<file path="src/rtl/uart_tx_pkg.sv">
package uart_tx_pkg;

  typedef enum logic {
    TXS_IDLE = 1'b0,
    TXS_BUSY = 1'b1
  } txs_state_e;

  // Transmit pin priority: override, then line loopback, then serializer.
  function automatic logic pick_tx_pin(input logic ovr_en, input logic ovr_val,
                                       input logic line_on, input logic rx_pin,
                                       input logic ser_bit);
    if (ovr_en) return ovr_val;
    else if (line_on) return rx_pin;
    else return ser_bit;
  endfunction

  // Receiver feed: serializer in system loopback, otherwise the pin.
  function automatic logic pick_rx_feed(input logic sys_on, input logic rx_pin,
                                        input logic ser_bit);
    return sys_on ? ser_bit : rx_pin;
  endfunction

endpackage

</file>
<file path="src/rtl/uart_tx_bittimer.sv">
module uart_tx_bittimer #(
  parameter int OSR = 16
) (
  input  logic clk,
  input  logic rst_n,
  input  logic run_i,
  input  logic tick_i,
  output logic bit_end_o
);
  localparam int CNT_W = (OSR > 1) ? $clog2(OSR) : 1;
  localparam logic [CNT_W-1:0] CNT_LAST = CNT_W'(OSR - 1);

  logic [CNT_W-1:0] cnt_q;

  assign bit_end_o = run_i && tick_i && (cnt_q == CNT_LAST);

  always_ff @(posedge clk or negedge rst_n) begin
    if (!rst_n) begin
      cnt_q <= '0;
    end else if (!run_i) begin
      cnt_q <= '0;
    end else if (tick_i) begin
      cnt_q <= (cnt_q == CNT_LAST) ? '0 : cnt_q + 1'b1;
    end
  end

  // without a tick the sub-bit position holds
  a_r3_cnt_hold: assert property (@(posedge clk) disable iff (!rst_n)
    (run_i && !tick_i) |=> $stable(cnt_q));

  // a bit boundary restarts the sub-bit count
  a_r3_cnt_wrap: assert property (@(posedge clk) disable iff (!rst_n)
    bit_end_o |=> (cnt_q == '0));

endmodule

</file>
<file path="src/rtl/uart_tx_shifter.sv">
module uart_tx_shifter
  import uart_tx_pkg::*;
#(
  parameter int DATA_W = 8
) (
  input  logic              clk,
  input  logic              rst_n,
  input  logic              tx_en_i,
  input  logic              par_en_i,
  input  logic              par_odd_i,
  input  logic [DATA_W-1:0] data_i,
  input  logic              valid_i,
  input  logic              bit_end_i,
  output logic              ready_o,
  output logic              busy_o,
  output logic              idle_o,
  output logic              ser_o
);
  localparam int FRAME_W = DATA_W + 3;
  localparam int IDX_W   = $clog2(FRAME_W);
  localparam logic [IDX_W-1:0] LAST_PAR   = IDX_W'(FRAME_W - 1);
  localparam logic [IDX_W-1:0] LAST_NOPAR = IDX_W'(FRAME_W - 2);

  function automatic logic calc_parity(input logic [DATA_W-1:0] d, input logic odd);
    return (^d) ^ odd;
  endfunction

  // Position 0 start, then data LSB first, then parity (or stop), then stop.
  function automatic logic [FRAME_W-1:0] build_frame(input logic [DATA_W-1:0] d,
                                                     input logic pen, input logic podd);
    logic pbit;
    pbit = pen ? calc_parity(d, podd) : 1'b1;
    return {1'b1, pbit, d, 1'b0};
  endfunction

  txs_state_e       state_q;
  logic [FRAME_W-1:0] frame_q;
  logic [IDX_W-1:0] idx_q;
  logic [IDX_W-1:0] last_q;
  logic             ser_q;
  logic             take_byte;
  logic             frame_done;
  logic [IDX_W-1:0] idx_next;

  assign idle_o     = (state_q == TXS_IDLE);
  assign busy_o     = (state_q == TXS_BUSY);
  assign ready_o    = tx_en_i && idle_o;
  assign take_byte  = ready_o && valid_i;
  assign frame_done = busy_o && bit_end_i && (idx_q == last_q);
  assign idx_next   = idx_q + 1'b1;
  assign ser_o      = ser_q;

  always_ff @(posedge clk or negedge rst_n) begin
    if (!rst_n) begin
      state_q <= TXS_IDLE;
      frame_q <= '1;
      idx_q   <= '0;
      last_q  <= LAST_PAR;
      ser_q   <= 1'b1;
    end else if (!tx_en_i) begin
      state_q <= TXS_IDLE;
      ser_q   <= 1'b1;
    end else if (take_byte) begin
      state_q <= TXS_BUSY;
      frame_q <= build_frame(data_i, par_en_i, par_odd_i);
      idx_q   <= '0;
      last_q  <= par_en_i ? LAST_PAR : LAST_NOPAR;
      ser_q   <= 1'b0;
    end else if (frame_done) begin
      state_q <= TXS_IDLE;
      ser_q   <= 1'b1;
    end else if (busy_o && bit_end_i) begin
      idx_q   <= idx_next;
      ser_q   <= frame_q[idx_next];
    end
  end

  // an accepted byte opens a frame with the start bit
  a_r2_accept_start: assert property (@(posedge clk) disable iff (!rst_n)
    take_byte |=> (!idle_o && !ser_q));

  // a low enable forces the rest state on the next cycle
  a_r6_disable_rest: assert property (@(posedge clk) disable iff (!rst_n)
    !tx_en_i |=> (idle_o && ser_q));

  // idle always goes with a high serializer output
  a_r5_idle_high: assert property (@(posedge clk) disable iff (!rst_n)
    idle_o |-> ser_q);

  // a bit holds until its boundary
  a_r3_bit_hold: assert property (@(posedge clk) disable iff (!rst_n)
    (busy_o && tx_en_i && !bit_end_i) |=> $stable(ser_q));

  // the end of the last bit returns to idle
  a_r5_done_idle: assert property (@(posedge clk) disable iff (!rst_n)
    frame_done |=> idle_o);

endmodule

</file>
<file path="src/rtl/uart_tx_pinmux.sv">
module uart_tx_pinmux
  import uart_tx_pkg::*;
(
  input  logic ser_i,
  input  logic rx_pin_i,
  input  logic sys_lpbk_i,
  input  logic line_lpbk_i,
  input  logic ovrd_en_i,
  input  logic ovrd_val_i,
  output logic tx_pin_o,
  output logic rx_feed_o
);
  always_comb begin
    tx_pin_o  = pick_tx_pin(ovrd_en_i, ovrd_val_i, line_lpbk_i, rx_pin_i, ser_i);
    rx_feed_o = pick_rx_feed(sys_lpbk_i, rx_pin_i, ser_i);
  end

  // the override level reaches the pin
  always_comb begin
    if (ovrd_en_i) a_r10_ovrd_pin: assert (tx_pin_o == ovrd_val_i);
  end

endmodule

</file>
<file path="src/rtl/uart_tx_path.sv">
module uart_tx_path
  import uart_tx_pkg::*;
#(
  parameter int DATA_W = 8,
  parameter int OSR    = 16
) (
  input  logic              clk,
  input  logic              rst_n,
  input  logic              tick_i,
  input  logic              tx_en_i,
  input  logic              par_en_i,
  input  logic              par_odd_i,
  input  logic              sys_lpbk_i,
  input  logic              line_lpbk_i,
  input  logic              ovrd_en_i,
  input  logic              ovrd_val_i,
  input  logic [DATA_W-1:0] data_i,
  input  logic              valid_i,
  output logic              ready_o,
  input  logic              rx_pin_i,
  output logic              tx_pin_o,
  output logic              rx_feed_o,
  output logic              idle_o
);
  logic busy;
  logic timer_run;
  logic bit_end;
  logic ser_bit;

  assign timer_run = busy && tx_en_i;

  uart_tx_bittimer #(.OSR(OSR)) u_timer (
    .clk       (clk),
    .rst_n     (rst_n),
    .run_i     (timer_run),
    .tick_i    (tick_i),
    .bit_end_o (bit_end)
  );

  uart_tx_shifter #(.DATA_W(DATA_W)) u_shift (
    .clk       (clk),
    .rst_n     (rst_n),
    .tx_en_i   (tx_en_i),
    .par_en_i  (par_en_i),
    .par_odd_i (par_odd_i),
    .data_i    (data_i),
    .valid_i   (valid_i),
    .bit_end_i (bit_end),
    .ready_o   (ready_o),
    .busy_o    (busy),
    .idle_o    (idle_o),
    .ser_o     (ser_bit)
  );

  uart_tx_pinmux u_mux (
    .ser_i       (ser_bit),
    .rx_pin_i    (rx_pin_i),
    .sys_lpbk_i  (sys_lpbk_i),
    .line_lpbk_i (line_lpbk_i),
    .ovrd_en_i   (ovrd_en_i),
    .ovrd_val_i  (ovrd_val_i),
    .tx_pin_o    (tx_pin_o),
    .rx_feed_o   (rx_feed_o)
  );

  // with no override or line loopback an idle pin rests high
  a_r11_idle_pin_high: assert property (@(posedge clk) disable iff (!rst_n)
    (!ovrd_en_i && !line_lpbk_i && idle_o) |-> tx_pin_o);

  // in system loopback the receiver sees what an unforced pin sends
  a_r9_feed_follows_tx: assert property (@(posedge clk) disable iff (!rst_n)
    (sys_lpbk_i && !ovrd_en_i && !line_lpbk_i) |-> (rx_feed_o == tx_pin_o));

  // readiness implies idle
  a_r2_ready_idle: assert property (@(posedge clk) disable iff (!rst_n)
    ready_o |-> idle_o);

endmodule

</file>
<file path="config.mk">
export PLATFORM = sky130hd
export DESIGN_NAME = uart_tx_path
export DESIGN_NICKNAME = d
export VERILOG_FILES = /design/src/rtl/uart_tx_pkg.sv /design/src/rtl/uart_tx_bittimer.sv /design/src/rtl/uart_tx_shifter.sv /design/src/rtl/uart_tx_pinmux.sv /design/src/rtl/uart_tx_path.sv
export SDC_FILE = /design/constraint.sdc
export NUM_CORES = 1
export LEC_CHECK = 0
export BUFFER_PORTS_ARGS = -buffer_cell sky130_fd_sc_hd__buf_4
export CELL_PAD_IN_SITES_DETAIL_PLACEMENT = 1
export CELL_PAD_IN_SITES_GLOBAL_PLACEMENT = 2
export CORE_AREA = 4 4 64 66
export CTS_BUF_LIST = sky130_fd_sc_hd__clkbuf_4
export DETAILED_ROUTE_END_ITERATION = 8
export DIE_AREA = 0 0 68 70
export GPL_TIMING_DRIVEN = 0
export HOLD_SLACK_MARGIN = 0.03
export MAX_ROUTING_LAYER = met4
export PLACE_DENSITY = 0.8
export RECOVER_POWER = 25
export SETUP_SLACK_MARGIN = 0.2
export SKIP_CTS_REPAIR_TIMING = 1
export SLEW_MARGIN = 0
export SYNTH_ARGS = -nofsm -noshare
export SYNTH_HDL_FRONTEND = slang
export SYNTH_SLANG_ARGS = --single-unit
</file>
<file path="constraint.sdc">
create_clock -name clk -period 2.1 [get_ports clk]
set_input_delay 0.525 -clock clk [delete_from_list [all_inputs] [get_ports clk]]
set_output_delay 0.525 -clock clk [all_outputs]
set_load 0.02 [all_outputs]
</file>
==> results of run 1 <==
-- routing by layer --
layer  track usage [%]  wire length, um  share of wire, %
met1              15.9             1220                46
met2              19.9             1290                49
met3              2.57              119               4.5
met4              4.64               31               1.2
met5                 -                0                 0
-- stage by stage --
| stage | area [um^2] | std cells |
|---|---|---|
| final | 1450 | 195 |
| after global routing | 1450 | 195 |
| after CTS | 1450 | 195 |
| after detailed placement | 1420 | 191 |
| after global placement | 1420 | 191 |
| after floorplan | 1190 | 120 |
-- final cells by class --
cell class	instances	area [um^2]	share of cell area (%)
Multi-Input combinational cell	92	596	41.2
Sequential cell	22	566	39.1
Timing Repair Buffer	23	169	11.7
Tap cell	48	60.1	4.15
Clock buffer	3	22.5	1.56
Buffer	3	18.8	1.30
Inverter	3	11.3	0.779
Clock inverter	1	3.75	0.260
-- synth_stat cells, drive strengths merged --
library cell | instances | area (um^2)
nand3 | 6 | 35.0
nand4b | 2 | 17.5
nand2 | 33 | 124
mux4 | 2 | 48.8
nand4 | 1 | 6.26
a311oi | 2 | 17.5
nor3b | 2 | 15.0
xor2 | 3 | 26.3
dfstp | 12 | 315
xnor2 | 10 | 87.6
clkbuf | 2 | 7.51
and2 | 3 | 20.0
a21o | 2 | 16.3
o21ai | 5 | 25.0
or4b | 1 | 10.0
ha | 2 | 25.0
mux2i | 3 | 30.0
o21a | 1 | 7.51
a21oi | 3 | 15.0
buf | 1 | 11.3
nor2 | 6 | 22.5
mux2 | 2 | 22.5
nor2b | 1 | 6.26
a31oi | 2 | 12.5
dfrtp | 10 | 250
inv | 3 | 11.3
-- registers in the layout, indices dropped and copies added, names as in the netlist --
signal	cells
u_timer.cnt_q	4
u_shift.ser_o	1
u_shift.frame_q	10
u_shift.idx_q	4
u_shift.last_q	2
u_shift.busy_o	1
-- final timing paths --
path	to	slack, ns	cells after the start
worst min-delay path	u_shift.frame_q[9]	0.35	2
max in group asynchronous	u_timer.cnt_q[2]	0.94	1
worst max-delay path	u_shift.ser_o	0.34	6
min in group asynchronous	u_shift.idx_q[3]	0.43	1
worst min register to register	u_shift.frame_q[3]	0.47	2
worst max register to register	u_shift.ser_o	0.34	6
-- cells by family after synthesis --
group,Yosys count
flops,22
fa+ha+maj,2
buf+inv,6
mux,7
simple gates,55
compound gates,15
xor+xnor,13
-- report_power, final --
group | leakage, nW | internal, mW | switching (mW)
clock network | 0.0154 | 0.0695 | 0.130
logic | 0.371 | 0.0965 | 0.0909
registers | 0.261 | 0.500 | 0.0290
total | 0.647 | 0.666 | 0.250
-- worst max-delay path, cell delays in order, from the launching register on --
cell and delay [ns]:
dfrtp_1 0.45, ha_1 0.35, inv_1 0.09, a21oi_1 0.06, or4b_1 0.49, a21oi_1 0.15
nand4b_1 0.12
==> run_results.csv, run 1 <==
group,metric,value,unit
critical_path,reg2reg_from,"u_shift.idx_q[1]",
logic_synthesis,yosys_warnings,0,
cells_and_area,nFillCells,433,
floorplanning,start_util,33.1,%
routing,drc_errors,0,
placed_design,dp_slack,0.297,ns
sta,fmax,567,MHz
cts,clk_pin_slew_worst_paths,0.13,ns
critical_path,worstPathArrival,2.02,ns
global_route,track_usage,12.7,%
sta,worst_pin_slew,1.22,ns
cts,clock_latency,0.31,ns
logic_synthesis,synth_top_family_by_area,"simple AND/OR/NAND/NOR gates",
floorplanning,coreArea,3580,um^2
global_route,antenna_found_initial,0,
flow_run,drv_cap,0,
floorplanning,die_h,70,um
cells_and_area,utilization,40.4,%
cells_and_area,drive_gt1_share,30.6,%
cts,clock-sinks,22,
pwr,p_leak,0.647,nW
sta,hold_viol_final,0,
routing,drt_iter0_drc,12,
routing,wl_per_cell,13.6,um
logic_synthesis,synthDistinctLibCells,30,
cts,cts_buffers,3,
outcome,outcome,"finished clean",
pwr,total_power,0.916,mW
critical_path,crit_start,"u_shift.idx_q[1]",
sta,fin_skew,0.00676,ns
pwr,power.density,633,nW/um^2
cts,cts_tree,"done",
sta,timing.hold.ws,0.348,ns
floorplanning,die_w,68,um
critical_path,cp_max_fo,4,
cts,cts_max_level,1,
routing,drtPass1Iterations,4,
placed_design,portBuffers,23,
logic_synthesis,synth.area.mux_share,8.54,%
floorplanning,rows,22,
logic_synthesis,synth-xor-area-share,9.60,%
sta,setup_violations,0,
logic_synthesis,yosys_register_bits,22,
critical_path,path_class,"flop to flop",
cts,clk_path_buf_depth,2,
floorplanning,dieArea,4760,um^2
critical_path,setup.worst_path.start_class,"flop",
logic_synthesis,synth_nets,142,
global_route,grt_pass1_vias,1013,
cts,cts_root_buffer,"clkbuf_4",
placed_design,gp_congestion,0.690,
floorplanning,top_level_ports,24,
routing,via_per_inst,4.91,
logic_synthesis,postSynthCellCount,120,
hold_path,hold_class,"input port to flop",
sta,period_minus_slack,1.76,ns
critical_path,end_kind,"flop",
logic_synthesis,synthAdderAreaFrac,2.11,%
global_route,grt_pass1_wl,4.53,mm
sta,drv_slew,0,
sta,setup_ws,0.335,ns
routing,ant_nets,0,
routing,routed-via-count,957,
sta,grt_setup_unrepaired,"false",
cells_and_area,mostFrequentLayoutCells,"nand2_1, buf_4, dfstp_2",
sta,timing.final.crit_share,84.0,%
logic_synthesis,yosys.area_share.simple,21.6,%
placed_design,place_hpwl,2.10,mm
cells_and_area,diodes,0,
sta,slew_headroom,18.8,%
global_route,grt_max_degree,23,
hold_path,hp-start,"par_en_i",
logic_synthesis,synth_area,1190,um^2
cells_and_area,finalNetCount,170,
global_route,grt-ovfl-total,0,
logic_synthesis,synth-compound-area-share,7.91,%
cells_and_area,areaGrowthSynthToFinish,21.9,%
cells_and_area,layout_commonest_cell,"nand2_1",
critical_path,cp.required,2.36,ns
pwr,peakVddDrop,323,uV
logic_synthesis,seq_area_frac_synth,47.7,%
logic_synthesis,postSynthAreaPerCell,9.88,um^2
routing,wirelength,2.66,mm
sta,tns,0,ns
Note: power is estimated with default switching activity, not from simulation.
==> run 2, diff against run 1 <==
--- a/config.mk
+++ b/config.mk
@@ -8,14 +8,14 @@
 export BUFFER_PORTS_ARGS = -buffer_cell sky130_fd_sc_hd__buf_4
 export CELL_PAD_IN_SITES_DETAIL_PLACEMENT = 1
 export CELL_PAD_IN_SITES_GLOBAL_PLACEMENT = 2
-export CORE_AREA = 4 4 64 66
+export CORE_AREA = 4 4 67 69
 export CTS_BUF_LIST = sky130_fd_sc_hd__clkbuf_4
 export DETAILED_ROUTE_END_ITERATION = 8
-export DIE_AREA = 0 0 68 70
+export DIE_AREA = 0 0 71 73
 export GPL_TIMING_DRIVEN = 0
 export HOLD_SLACK_MARGIN = 0.03
 export MAX_ROUTING_LAYER = met4
-export PLACE_DENSITY = 0.8
+export PLACE_DENSITY = 0.77
 export RECOVER_POWER = 25
 export SETUP_SLACK_MARGIN = 0.2
 export SKIP_CTS_REPAIR_TIMING = 1
==> constraint.sdc (replaced) <==
create_clock -name clk -period 1.6 [get_ports clk]
set_input_delay 0.4 -clock clk [delete_from_list [all_inputs] [get_ports clk]]
set_output_delay 0.4 -clock clk [all_outputs]
set_load 0.02 [all_outputs]
==> run 2 against run 1 <==
The run now ends with setup timing left. Clock-buffer cell count is 1 higher. Final cell count increased by 3.1%. Sequential share of layout area fell by 2.2 points. Setup slack worse by 0.43 ns. Design area increased by 6.1%. Power is 36% higher. Register-to-register slack lost 0.43 ns. Via count up 2.0%. First-iteration DRC count increased to 3.3 times the previous value. Fmax is 4.4% higher. Worst hold slack worse by 0.11 ns. Flip-flop and latch count is the same. Largest cell class unchanged. Largest power group unchanged.
==> run_results.csv, run 2 (synthesis results as in run 1) <==
group,metric,value,unit
outcome,outcome,"finished, violations left",
outcome,violations,"setup timing",
cts,clock_latency,0.31,ns
cells_and_area,mostFrequentLayoutCells,"nand2_1, buf_4, dfstp_2",
cells_and_area,diodes,0,
routing,drc_errors,0,
sta,drv_slew,0,
critical_path,worstPathArrival,1.95,ns
pwr,total_power,1.25,mW
hold_path,hp-start,"par_en_i",
pwr,power.density,815,nW/um^2
cts,cts_root_buffer,"clkbuf_4",
global_route,grt_pass1_wl,4.66,mm
cells_and_area,top_register,"u_shift.frame_q",
cts,clk_pin_slew_worst_paths,0.13,ns
pwr,p_leak,0.677,nW
critical_path,end_kind,"flop",
sta,fin_skew,0.00705,ns
floorplanning,rows,23,
cells_and_area,finalNetCount,174,
sta,setup_violations,2,
routing,drt_iter0_drc,39,
hold_path,hold_class,"input port to flop",
cts,clock-sinks,22,
routing,routed-via-count,976,
cts,cts_max_level,1,
placed_design,gp_congestion,0.755,
routing,ant_nets,0,
floorplanning,die_h,73,um
routing,wirelength,2.80,mm
floorplanning,start_util,30.3,%
global_route,track_usage,11.5,%
sta,timing.final.crit_share,106,%
global_route,grt-ovfl-total,0,
critical_path,reg2reg_from,"u_shift.idx_q[0]",
floorplanning,top_level_ports,24,
sta,worst_pin_slew,0.555,ns
cells_and_area,top_regs,"u_shift.frame_q x10, u_shift.idx_q x4, u_timer.cnt_q x4",
placed_design,place_hpwl,2.13,mm
routing,drtPass1Iterations,3,
cells_and_area,nFillCells,483,
cells_and_area,areaGrowthSynthToFinish,29.3,%
cts,cts_tree,"done",
cells_and_area,largest_reg_flops,10,
routing,via_per_inst,4.86,
floorplanning,die_w,71,um
flow_run,drv_cap,0,
sta,fmax,591,MHz
placed_design,portBuffers,23,
sta,grt_setup_unrepaired,"true",
sta,tns,-0.111,ns
global_route,antenna_found_initial,0,
cts,clk_path_buf_depth,2,
critical_path,cp_max_fo,4,
sta,period_minus_slack,1.69,ns
sta,hold_viol_final,0,
global_route,grt_pass1_vias,1024,
global_route,grt_max_degree,23,
critical_path,path_class,"flop to flop",
cells_and_area,drive_gt1_share,40.4,%
cts,cts_buffers,3,
cells_and_area,layout_commonest_cell,"nand2_1",
critical_path,crit_start,"u_shift.idx_q[0]",
floorplanning,dieArea,5180,um^2
floorplanning,coreArea,3910,um^2
critical_path,setup.worst_path.start_class,"flop",
sta,slew_headroom,63.0,%
sta,setup_ws,-0.0907,ns
pwr,peakVddDrop,322,uV
routing,wl_per_cell,13.9,um
critical_path,cp.required,1.86,ns
[run 2: changes by cell type in the layout (fill, tap and decap cells not counted), sizes merged]
cell         previous run  this run
buf                    23        27
clkinv                  1         0
dlygate4sd3             0         1
[run 2: per-layer routing]
| metal | share of wire, % | up-vias | global-route usage (%) |
|---|---|---|---|
| met5 | 0 | - | - |
| met4 | 1.3 | 0 | 3.76 |
| met3 | 5.6 | 4 | 2.62 |
| met2 | 51 | 23 | 19.2 |
| met1 | 42 | 480 | 13.9 |
| li1 | - | 469 | - |
[run 2: area by class of cell]
class | count | area [um^2] | share of cell area (%)
Buffer | 3 | 21.3 | 1.39
Clock buffer | 4 | 30.0 | 1.96
Inverter | 3 | 11.3 | 0.734
Multi-Input combinational cell | 92 | 632 | 41.2
Sequential cell | 22 | 567 | 36.9
Tap cell | 50 | 62.6 | 4.08
Timing Repair Buffer | 27 | 210 | 13.7
[run 2: through the flow]
stage	instances	util (%)	hold WS [ns]	instance area, um^2	setup WS [ns]
finish	201	39.2	0.238	1530	-0.0907
global route	201	39.2	0.227	1530	-0.146
CTS	197	37.4	-0.0474	1460	-0.115
detailed placement	193	36.6	0.311	1430	-0.100
global placement	193	36.6	0.310	1430	-0.0554
floorplan	120	-	0.104	1200	0.0656
[run 2: critical path, cell delays in order (launching register included)]
cell      delay, ns
dfrtp_1        0.44
ha_4           0.28
inv_2          0.06
a21oi_2        0.05
or4b_1         0.53
a21oi_1        0.16
nand4b_1       0.12
[run 2: path summary, 6_finish.rpt]
path | depth (start not counted) | endpoint | slack [ns]
worst max-delay path | 6 | u_shift.ser_o | -0.09
worst min-delay path | 2 | u_shift.frame_q[9] | 0.24
max in group asynchronous | 2 | u_shift.idx_q[1] | 0.62
min in group asynchronous | 2 | u_shift.busy_o | 0.59
worst min register to register | 2 | u_shift.frame_q[7] | 0.47
worst max register to register | 6 | u_shift.ser_o | -0.09
[run 2: power breakdown]
part	internal, mW	switching [mW]	total, mW
sequential	0.656	0.0408	0.697
clock	0.114	0.175	0.289
combinational	0.139	0.125	0.264
==> run 3, diff against run 2 <==
--- a/config.mk
+++ b/config.mk
@@ -5,13 +5,14 @@
 export SDC_FILE = /design/constraint.sdc
 export NUM_CORES = 1
 export LEC_CHECK = 0
+export ABC_AREA = 1
 export BUFFER_PORTS_ARGS = -buffer_cell sky130_fd_sc_hd__buf_4
 export CELL_PAD_IN_SITES_DETAIL_PLACEMENT = 1
 export CELL_PAD_IN_SITES_GLOBAL_PLACEMENT = 2
-export CORE_AREA = 4 4 67 69
+export CORE_AREA = 4 4 73 75
 export CTS_BUF_LIST = sky130_fd_sc_hd__clkbuf_4
 export DETAILED_ROUTE_END_ITERATION = 8
-export DIE_AREA = 0 0 71 73
+export DIE_AREA = 0 0 77 79
 export GPL_TIMING_DRIVEN = 0
 export HOLD_SLACK_MARGIN = 0.03
 export MAX_ROUTING_LAYER = met4
==> constraint.sdc (replaced) <==
create_clock -name clk -period 1.6 [get_ports clk]
set_input_delay 0.08 -clock clk [delete_from_list [all_inputs] [get_ports clk]]
set_output_delay 0.08 -clock clk [all_outputs]
set_load 0.02 [all_outputs]
==> run 3 against run 2 <==
The run now ends clean. Fmax grew 20%. Core utilization is 2.3 points lower. Largest cell class unchanged. Clock skew up 0.0020 ns. Design area increased by 12%. Synthesized area increased by 11%. Clock-buffer cell count down 1. Final cell count is 33% higher. Register-to-register slack better by 0.30 ns. Die area rose by 17%.
==> run_results.csv, run 3 <==
group,metric,value,unit
outcome,outcome,"finished clean",
placed_design,portBuffers,23,
logic_synthesis,yosys_warnings,0,
routing,wirelength,3.36,mm
floorplanning,die_w,77,um
cells_and_area,final_cells,268,
global_route,grtUsageMet1,14.7,%
sta,grt_setup_unrepaired,"true",
sta,fmax,711,MHz
critical_path,path_class,"flop to output pin",
cells_and_area,top_register,"u_shift.frame_q",
placed_design,gp_congestion,0.754,
critical_path,end_kind,"output pin",
logic_synthesis,synth_top_area_share,24.0,%
cts,cts_root_buffer,"clkbuf_4",
global_route,grt_max_degree,23,
sta,drv_slew,0,
logic_synthesis,synth_nets,201,
cells_and_area,areaGrowthSynthToFinish,31.1,%
cells_and_area,top_regs,"u_shift.frame_q x10, u_shift.idx_q x4, u_timer.cnt_q x4",
routing,drc_errors,0,
critical_path,cp.required,1.52,ns
cells_and_area,mostFrequentLayoutCells,"nand2_1, buf_4, inv_1",
hold_path,hold_class,"input port to flop",
global_route,grt_pass1_vias,1378,
floorplanning,coreArea,4660,um^2
routing,routed-via-count,1239,
cts,clock-sinks,22,
critical_path,setup.worst_path.start_class,"flop",
logic_synthesis,yosys_register_bits,22,
sta,period_minus_slack,1.41,ns
logic_synthesis,synth_most_common_cell,"nand2_1",
pwr,total_power,1.24,mW
critical_path,slowest_stage,"dfstp_2",
pwr,peakVddDrop,245,uV
cells_and_area,largest_reg_flops,10,
logic_synthesis,postSynthAreaPerCell,7.33,um^2
floorplanning,start_util,28.2,%
floorplanning,dieArea,6080,um^2
cts,cts_buffers,3,
routing,wl_per_cell,12.5,um
placed_design,place_hpwl,2.66,mm
routing,drt_iter0_drc,40,
global_route,use_met3,1.70,%
global_route,busiest_layer,"met2",
cts,cts_tree,"done",
cts,clk_pin_slew_worst_paths,0.13,ns
routing,ant_nets,0,
logic_synthesis,synth_area,1310,um^2
flow_run,drv_cap,0,
sta,slew_headroom,61.7,%
logic_synthesis,synth_edf_count,0,
critical_path,path_buf_inv,2,
sta,tns,0,ns
logic_synthesis,yosys.area.top_type,"dfstp_2",
logic_synthesis,ys_top_cells_by_count,"nand2_1, inv_1, nand3_1",
logic_synthesis,synthDistinctLibCells,25,
critical_path,worstPathCellList,"inv_2 > o21a_1 > o21ai_1 > buf_4",
logic_synthesis,seq_area_frac_synth,43.1,%
sta,worst_pin_slew,0.574,ns
routing,drtPass1Iterations,4,
critical_path,worstPathArrival,1.33,ns
cts,cts_max_level,1,
critical_path,cp_max_fo,2,
logic_synthesis,postSynthCellCount,179,
sta,fin_skew,0.00908,ns
logic_synthesis,synthArstFlopShare,100,%
critical_path,critPathTopFamily,"flip-flops",
pwr,power.density,720,nW/um^2
floorplanning,rows,25,
cells_and_area,drive_gt1_share,31.3,%
sta,timing.final.crit_share,87.9,%
cells_and_area,finalNetCount,237,
cells_and_area,utilization,36.9,%
cts,clk_path_buf_depth,2,
global_route,grt-ovfl-total,0,
sta,hold_viol_final,0,
cts,clock_latency,0.31,ns
sta,setup_violations,0,
critical_path,critical_path.max_stage_delay,0.56,ns
floorplanning,top_level_ports,24,
logic_synthesis,synth_area_leaders,"dfstp_2, dfrtp_1, nand2_1",
cells_and_area,nFillCells,587,
cells_and_area,layout_commonest_cell,"nand2_1",
floorplanning,die_h,79,um
global_route,track_usage,12.3,%
global_route,antenna_found_initial,0,
placed_design,postPlaceCellArea,1550,um^2
global_route,global_route.usage.met2,21.7,%
logic_synthesis,ys.flop_type,"dfstp_2",
routing,via_per_inst,4.62,
placed_design,place_inst,256,
cells_and_area,diodes,0,
global_route,grt_pass1_wl,6.04,mm
pwr,p_leak,0.873,nW
cells_and_area,design_area,1720,um^2
==> run 3: changes by cell type after synthesis, sizes merged, moves of 8 or more <==
cell,delta
nor2,+11
xnor2,-8
nand3,+12
nand2,+26
o21ai,+10
inv,+24
==> run 3: path summary, 6_finish.rpt <==
| path | startpoint | endpoint | slack, ns | cells past startpoint |
|---|---|---|---|---|
| max | u_shift.ser_o | tx_pin_o | 0.19 | 4 |
| min | data_i[0] | u_shift.frame_q[1] | 0.01 | 3 |
| max reg2reg | u_shift.idx_q[1] | u_shift.ser_o | 0.21 | 9 |
| min reg2reg | u_shift.frame_q[0] | u_shift.frame_q[0] | 0.47 | 2 |
| max in group asynchronous | rst_n | u_shift.frame_q[0] | 0.93 | 2 |
| min in group asynchronous | rst_n | u_shift.idx_q[1] | 0.29 | 2 |
==> run 3: final cells by class <==
cell class | count | area, um^2 | area share [%]
Timing Repair Buffer | 31 | 235 | 13.7
Clock buffer | 3 | 22.5 | 1.31
Inverter | 28 | 111 | 6.47
Multi-Input combinational cell | 126 | 693 | 40.3
Tap cell | 54 | 67.6 | 3.93
Buffer | 3 | 21.3 | 1.24
Sequential cell | 22 | 566 | 32.9
Clock inverter | 1 | 3.75 | 0.218
==> run 3: stage by stage <==
stage               hold WS [ns]  worst slack (ns)
floorplan                 -0.216             0.296
global placement         -0.0107             0.147
detailed placement      -0.00310             0.119
CTS                       -0.357            0.0819
global route              0.0312            0.0914
finish                    0.0149             0.194
==> run 3: layer usage <==
metal,vias up,wire (um)
met5,-,0
met4,0,30
met3,2,96
met2,15,1720
met1,593,1510
li1,629,-
==> run 3: power by group <==
| group | switching, mW | internal, mW | total (mW) |
|---|---|---|---|
| Sequential | 0.0371 | 0.652 | 0.689 |
| Clock | 0.170 | 0.0910 | 0.261 |
| Combinational | 0.162 | 0.126 | 0.289 |
| Total | 0.369 | 0.870 | 1.24 |
==> run 3: cell families (layout without fill, tap and decap cells) <==
family                     count (synthesis)  in the layout  share of synthesized area (%)
and+or+nand+nor                           95             95                           31.6
buffers and inverters                     31             66                           10.1
DFF                                       22             22                           43.1
adders and majority gates                  2              2                           1.91
xor gates and xnor gates                   4              4                           2.67
AOI/OAI and AO/OA                         25             25                           10.6
==> run 3: worst register-to-register path, delay by kind of cell (launching register included) <==
| kind | cells | cell delay [ns] |
|---|---|---|
| flops | 1 | 0.43 |
| simple gates | 6 | 0.42 |
| fa+ha+maj | 1 | 0.28 |
| buf+inv | 1 | 0.14 |
| compound gates | 1 | 0.08 |
